--- src/rtl/dp_cell_pkg.sv ---
package dp_cell_pkg;

  typedef enum logic [1:0] {
    PTR_LEFT = 2'd0,
    PTR_DIAG = 2'd1,
    PTR_UP   = 2'd2,
    PTR_END  = 2'd3
  } tb_dir_e;

  localparam int NUM_CAND = 3;

endpackage

--- src/rtl/sat_add.sv ---
module sat_add #(
  parameter int W = 16
) (
  input  logic signed [W-1:0] a,
  input  logic signed [W-1:0] b,
  output logic signed [W-1:0] sum
);
  localparam logic signed [W-1:0] S_MAX = {1'b0, {(W-1){1'b1}}};
  localparam logic signed [W-1:0] S_MIN = {1'b1, {(W-1){1'b0}}};

  logic signed [W:0] wide;

  always_comb begin
    wide = {a[W-1], a} + {b[W-1], b};
    if (wide[W] != wide[W-1]) begin
      sum = wide[W] ? S_MIN : S_MAX;
    end else begin
      sum = wide[W-1:0];
    end
  end
endmodule

--- src/rtl/cand_gen.sv ---
module cand_gen #(
  parameter int W  = 16,
  parameter int CW = 2
) (
  input  logic signed [W-1:0]  up_s,
  input  logic signed [W-1:0]  left_s,
  input  logic signed [W-1:0]  diag_s,
  input  logic        [CW-1:0] q_chr,
  input  logic        [CW-1:0] r_chr,
  input  logic signed [W-1:0]  match_s,
  input  logic signed [W-1:0]  mismatch_s,
  input  logic signed [W-1:0]  gap_s,
  output logic signed [W-1:0]  ins_c,
  output logic signed [W-1:0]  del_c,
  output logic signed [W-1:0]  dia_c
);
  import dp_cell_pkg::*;

  logic signed [W-1:0] base_v [NUM_CAND];
  logic signed [W-1:0] addv_v [NUM_CAND];
  logic signed [W-1:0] res_v  [NUM_CAND];
  logic                same_chr;

  assign same_chr  = (q_chr == r_chr);
  assign base_v[0] = left_s;
  assign addv_v[0] = gap_s;
  assign base_v[1] = up_s;
  assign addv_v[1] = gap_s;
  assign base_v[2] = diag_s;
  assign addv_v[2] = same_chr ? match_s : mismatch_s;

  for (genvar k = 0; k < NUM_CAND; k++) begin : g_add
    sat_add #(.W(W)) u_add (
      .a   (base_v[k]),
      .b   (addv_v[k]),
      .sum (res_v[k])
    );
  end

  assign ins_c = res_v[0];
  assign del_c = res_v[1];
  assign dia_c = res_v[2];
endmodule

--- src/rtl/best_pick.sv ---
module best_pick #(
  parameter int W = 16
) (
  input  logic signed [W-1:0] ins_c,
  input  logic signed [W-1:0] del_c,
  input  logic signed [W-1:0] dia_c,
  input  logic                clamp_en,
  output logic signed [W-1:0] best_s,
  output logic        [1:0]   best_p
);
  import dp_cell_pkg::*;

  logic signed [W-1:0] run_s;
  tb_dir_e             run_p;

  always_comb begin
    run_s = ins_c;
    run_p = PTR_LEFT;
    if (dia_c > run_s) begin
      run_s = dia_c;
      run_p = PTR_DIAG;
    end
    if (del_c > run_s) begin
      run_s = del_c;
      run_p = PTR_UP;
    end
    if (clamp_en && run_s[W-1]) begin
      run_s = '0;
      run_p = PTR_END;
    end
    best_s = run_s;
    best_p = run_p;
  end
endmodule

--- src/rtl/out_reg.sv ---
module out_reg #(
  parameter int W = 16
) (
  input  logic                clk,
  input  logic                rst_n,
  input  logic                d_valid,
  output logic                d_ready,
  input  logic signed [W-1:0] d_score,
  input  logic        [1:0]   d_ptr,
  output logic                q_valid,
  input  logic                q_ready,
  output logic signed [W-1:0] q_score,
  output logic        [1:0]   q_ptr
);
  logic take;

  assign d_ready = !q_valid || q_ready;
  assign take    = d_valid && d_ready;

  always_ff @(posedge clk or negedge rst_n) begin
    if (!rst_n) begin
      q_valid <= 1'b0;
      q_score <= '0;
      q_ptr   <= '0;
    end else begin
      if (take) begin
        q_valid <= 1'b1;
        q_score <= d_score;
        q_ptr   <= d_ptr;
      end else if (q_ready) begin
        q_valid <= 1'b0;
      end
    end
  end

  AST_VALID_LATENCY: assert property (@(posedge clk) disable iff (!rst_n)
    d_valid && d_ready |=> q_valid);

  AST_HOLD_STABLE: assert property (@(posedge clk) disable iff (!rst_n)
    q_valid && !q_ready |=> q_valid && $stable(q_score) && $stable(q_ptr));

  AST_DRAIN_EMPTY: assert property (@(posedge clk) disable iff (!rst_n)
    q_valid && q_ready && !d_valid |=> !q_valid);
endmodule

--- src/rtl/lin_align_cell.sv ---
module lin_align_cell #(
  parameter int SCORE_W = 16,
  parameter int CHAR_W  = 2
) (
  input  logic                      clk,
  input  logic                      rst_n,
  input  logic                      local_mode,
  input  logic signed [SCORE_W-1:0] match_score,
  input  logic signed [SCORE_W-1:0] mismatch_score,
  input  logic signed [SCORE_W-1:0] gap_score,
  input  logic                      in_valid,
  output logic                      in_ready,
  input  logic signed [SCORE_W-1:0] up_score,
  input  logic signed [SCORE_W-1:0] left_score,
  input  logic signed [SCORE_W-1:0] diag_score,
  input  logic        [CHAR_W-1:0]  qry_char,
  input  logic        [CHAR_W-1:0]  ref_char,
  output logic                      out_valid,
  input  logic                      out_ready,
  output logic signed [SCORE_W-1:0] cell_score,
  output logic        [1:0]         cell_ptr
);
  import dp_cell_pkg::*;

  logic signed [SCORE_W-1:0] ins_c, del_c, dia_c;
  logic signed [SCORE_W-1:0] sel_score;
  logic        [1:0]         sel_ptr;

  cand_gen #(.W(SCORE_W), .CW(CHAR_W)) u_cand (
    .up_s       (up_score),
    .left_s     (left_score),
    .diag_s     (diag_score),
    .q_chr      (qry_char),
    .r_chr      (ref_char),
    .match_s    (match_score),
    .mismatch_s (mismatch_score),
    .gap_s      (gap_score),
    .ins_c      (ins_c),
    .del_c      (del_c),
    .dia_c      (dia_c)
  );

  best_pick #(.W(SCORE_W)) u_pick (
    .ins_c    (ins_c),
    .del_c    (del_c),
    .dia_c    (dia_c),
    .clamp_en (local_mode),
    .best_s   (sel_score),
    .best_p   (sel_ptr)
  );

  out_reg #(.W(SCORE_W)) u_out (
    .clk     (clk),
    .rst_n   (rst_n),
    .d_valid (in_valid),
    .d_ready (in_ready),
    .d_score (sel_score),
    .d_ptr   (sel_ptr),
    .q_valid (out_valid),
    .q_ready (out_ready),
    .q_score (cell_score),
    .q_ptr   (cell_ptr)
  );

  AST_DIAG_STRICT: assert property (@(posedge clk) disable iff (!rst_n)
    sel_ptr == PTR_DIAG |-> sel_score > ins_c);

  AST_UP_STRICT: assert property (@(posedge clk) disable iff (!rst_n)
    sel_ptr == PTR_UP |-> sel_score > ins_c && sel_score > dia_c);

  AST_LOCAL_NONNEG: assert property (@(posedge clk) disable iff (!rst_n)
    local_mode |-> !sel_score[SCORE_W-1]);

  AST_NO_END_GLOBAL: assert property (@(posedge clk) disable iff (!rst_n)
    !local_mode |-> sel_ptr != PTR_END);
endmodule

--- config.mk ---
export PLATFORM = sky130hd
export DESIGN_NAME = lin_align_cell
export DESIGN_NICKNAME = d
export VERILOG_FILES = /design/src/rtl/dp_cell_pkg.sv /design/src/rtl/sat_add.sv /design/src/rtl/cand_gen.sv /design/src/rtl/best_pick.sv /design/src/rtl/out_reg.sv /design/src/rtl/lin_align_cell.sv
export SDC_FILE = /design/constraint.sdc
export NUM_CORES = 1
export LEC_CHECK = 0
export CAP_MARGIN = 0
export CORE_ASPECT_RATIO = 0.6
export CORE_MARGIN = 8
export CORE_UTILIZATION = 25
export DETAILED_ROUTE_END_ITERATION = 16
export HOLD_SLACK_MARGIN = 0.08
export PLACE_DENSITY = 0.49
export SYNTH_ARGS = -nofsm -noshare
export SYNTH_HDL_FRONTEND = slang
export SYNTH_SLANG_ARGS = --single-unit
--- constraint.sdc ---
create_clock -name clk -period 3.4 [get_ports clk]
set_clock_uncertainty 0.1 [all_clocks]
set_input_delay 0.68 -clock clk [delete_from_list [all_inputs] [get_ports clk]]
set_output_delay 0.68 -clock clk [all_outputs]
set_load 0.03 [all_outputs]
==> results by group <==
STA
  – RSZ-0062 raised after global routing: yes
  – Rel. slew slack: 0.443
  – F_max: 127 MHz
  – Setup TNS: -79510 ps
  – Hold Fails Final Rpt: 0
  – Final worst-path cycle share: 2.31
  – Setup slack after layout: -4460 ps
  – Final Max Slew Viols: 0
  – Final setup vio count: 18
  – Worst-margin pin slew: 834 ps
  – Tmin final: 7860 ps

Floorplanning
  – Number of I/O pins: 125
  – Row cnt: 39
  – Die H: 122 um
  – Initial Utilization: 0.252
  – DIE WIDTH: 193 um
  – Die area: 23600 um^2
  – Core area: 18700 um^2

Run
  – Max-cap violations: 0

Routing
  – DRT iter0 DRCs: 232
  – Drt drc: 0
  – WL per Instance: 15.4 um
  – DR pass1 iterations: 4
  – ANT nets after route: 0
  – Drt via density: 4.77
  – DR vias: 5827
  – Drt total wl: 18.8 mm

Logic synthesis
  – Mapped Avg Cell Area: 7.76 um^2
  – Most frequent cell after synthesis: ha_1
  – Post-synth top cells: ha_1 (86), nor2_1 (58), a21oi_1 (55), o21ai_0 (50), nand2_1 (39)
  – Synth Net Count: 801
  – FF+latch count, synth: 19
  – Post-synthesis async set-or-reset flop share: 1.00
  – Warnings, synthesis: 0
  – Synth Flop Type: dfrtp_1
  – Netlist cell types: 71
  – Post-synthesis instance area: 4710 um^2
  – Post-synth EDFFs: 0
  – Leading area contributor after synthesis: ha_1
  – Area contributors post-synth: ha_1 (23%), dfrtp_1 (10%), a21oi_1 (5.8%)
  – Syn Inst Count: 607
  – Post-synth top area share: 0.228
  – Register area share after synthesis: 0.101

Setup path
  – R2R depth: 5
  – Worst Setup EP: u_out.q_score[7]
  – Crit path launch: qry_char[0]
  – Critical path data arrival time: 7940 ps
  – Reg2Reg Setup Slack: 1740 ps
  – Worst path max stage delay: 540 ps
  – Startpoint Class: primary input
  – Endpoint of the worst register-to-register path: u_out.q_score[7]
  – CP max FO: 6
  – R2r startpoint: u_out.q_valid
  – Crit end category: register
  – CP Data Required Time: 3480 ps
  – Critical path class: primary input to register
  – Crit-path slowest cell: or4_4

Power
  – Worst ir drop on vdd: 0.476 mV
  – Power Dens Cells: 835 nW/um^2
  – Comb pwr share: 0.914
  – P_leak: 0.00405 uW
  – Sequential Power Share: 0.053
  – Psw: 3370 uW
  – Switching share of power: 0.455
  – Clk pwr share: 0.032
  – Total Power: 7400 uW
  – Pint: 4030 uW

Global route
  – Global Route Usage Sum: 0.154
  – Grt ovf: 0
  – Largest net degree at the start of global routing: 20
  – Number of antenna violations at the first check in global routing: 0
  – Global-route wire length before repair: 30.8 mm
  – Number of global-route vias before repair: 6187

CTS
  – # hold bufs at CTS: 0
  – Clock root buffer: clkbuf_16
  – Clk sinks: 19
  – CTS tree: yes
  – Reg clk slew, reported paths: 50 ps
  – Bufs on Longest Clock Path: 2
  – Worst skew pair latency: 250 ps
  – Htree depth: 1
  – CTS buffer count: 3

Finish
  – Layout cell share with drive strength beyond 1: 0.387
  – Synth-to-layout area growth: 88.1%
  – Post-layout net count: 1171
  – Cell Count, Final, Fillers Out: 1222
  – # diodes: 0
  – Filler instances: 1866

Outcome
  – Status: complete, but fails checks
  – Failing checks: negative setup slack

Placement
  – Buffers on Ports: 124
  – Setup WS pre-CTS: -5430 ps
  – Gpl congestion: 0.816
  – Placed Instances: 1183
  – Post-DP HPWL: 16.3 mm

Hold path
  – Hold Path Class: register to register
==> power by group through the flow <==
stage / sequential, uW / clock, uW / combinational (uW)
after floorplan: 577 / 0 / 2850
after global placement: 395 / 0 / 5380
after detailed placement: 396 / 0 / 5450
after CTS: 397 / 246 / 6290
after global routing: 410 / 251 / 7300
final: 394 / 239 / 6770
==> repair_timing <==
action,in CTS,in global routing
setup endpoints to repair,18,18
buffers inserted,21,13
pin swaps,40,34
resized for setup,84,39
cloned,1,0
hold endpoints to repair,0,0
==> layout by cell type, fill, tap and decap left out, types with 5 or more instances in the layout <==
master	synthesis	layout
mux2_2	18	13
nand3_1	10	9
nor2b_1	8	8
nand4_1	5	5
buf_4	0	240
o211ai_1	8	8
ha_1	86	70
clkdlybuf4s50_1	0	117
nand2_1	39	37
o21ai_0	50	39
inv_1	27	26
o21a_1	9	9
a22o_1	9	9
mux2_4	1	6
a21oi_1	55	46
nor3_1	12	9
buf_6	2	15
nand2b_1	10	9
xnor2_1	20	18
a21oi_2	1	8
nor2_1	58	54
a211oi_2	2	8
a21o_1	18	18
o21ai_2	2	10
xor2_1	19	18
dfrtp_1	19	19
mux2i_1	6	5
ha_4	0	14
o21ai_1	12	14
==> worst max-delay path, delay by kind of cell <==
kind,cells,cell delay [ps]
compound gates,12,2360
fa+ha+maj,4,960
simple gates,10,2200
mux,1,300
xor+xnor,2,330
buf+inv,9,1070
==> stage by stage <==
| stage | area, um^2 | hold WS, ps | utilization |
|---|---|---|---|
| after floorplan | 4960 | 284 | - |
| after global placement | 8060 | 363 | 0.430 |
| after detailed placement | 8060 | 366 | 0.430 |
| after CTS | 8570 | 378 | 0.458 |
| after global routing | 8860 | 415 | 0.473 |
| final | 8860 | 372 | 0.473 |
==> sequential cells by signal, indices dropped and copies added, names as in the netlist <==
signal         cells
u_out.q_score     16
u_out.q_ptr        2
u_out.q_valid      1
==> layout make-up <==
class	count	area, um^2	area share
Tap cell	246	308	0.0347
Clock buffer	4	78.8	0.00889
Multi-Input combinational cell	547	4670	0.527
Timing Repair Buffer	378	3230	0.364
Sequential cell	19	475	0.0536
Inverter	28	108	0.0121
==> cell families after synthesis <==
family	count (synthesis)	share of synthesized area
flip-flops	19	0.101
adder cells (fa/ha/maj)	89	0.241
AO/OA/AOI/OAI	221	0.313
multiplexers	25	0.0589
XOR/XNOR	39	0.0725
buffers and inverters	41	0.0364
AND/OR/NAND/NOR	173	0.177
==> worst min path at each step <==
| stage | from | to | slack [ps] | depth (start not counted) |
|---|---|---|---|---|
| 2_1_floorplan | rst_n | u_out.q_ptr[0] | 280 | 0 |
| 5_1_grt | u_out.q_score[9] | u_out.q_score[9] | 410 | 1 |
| 4_1_cts | u_out.q_ptr[0] | u_out.q_ptr[0] | 380 | 2 |
| 3_3_place_gp | u_out.q_ptr[0] | u_out.q_ptr[0] | 360 | 2 |
| 6_report | u_out.q_ptr[0] | u_out.q_ptr[0] | 370 | 2 |
| 3_5_place_dp | u_out.q_ptr[0] | u_out.q_ptr[0] | 370 | 2 |
==> per-layer routing <==
layer | track usage | up-vias | part of all wire
li1 | - | 3012 | -
met1 | 0.225 | 2708 | 0.54
met2 | 0.252 | 97 | 0.43
met3 | 0.0175 | 10 | 0.031
met4 | 0.00718 | 0 | 0.0064
met5 | 0 | - | 0
No activity file was read; power rests on OpenSTA's default activity.
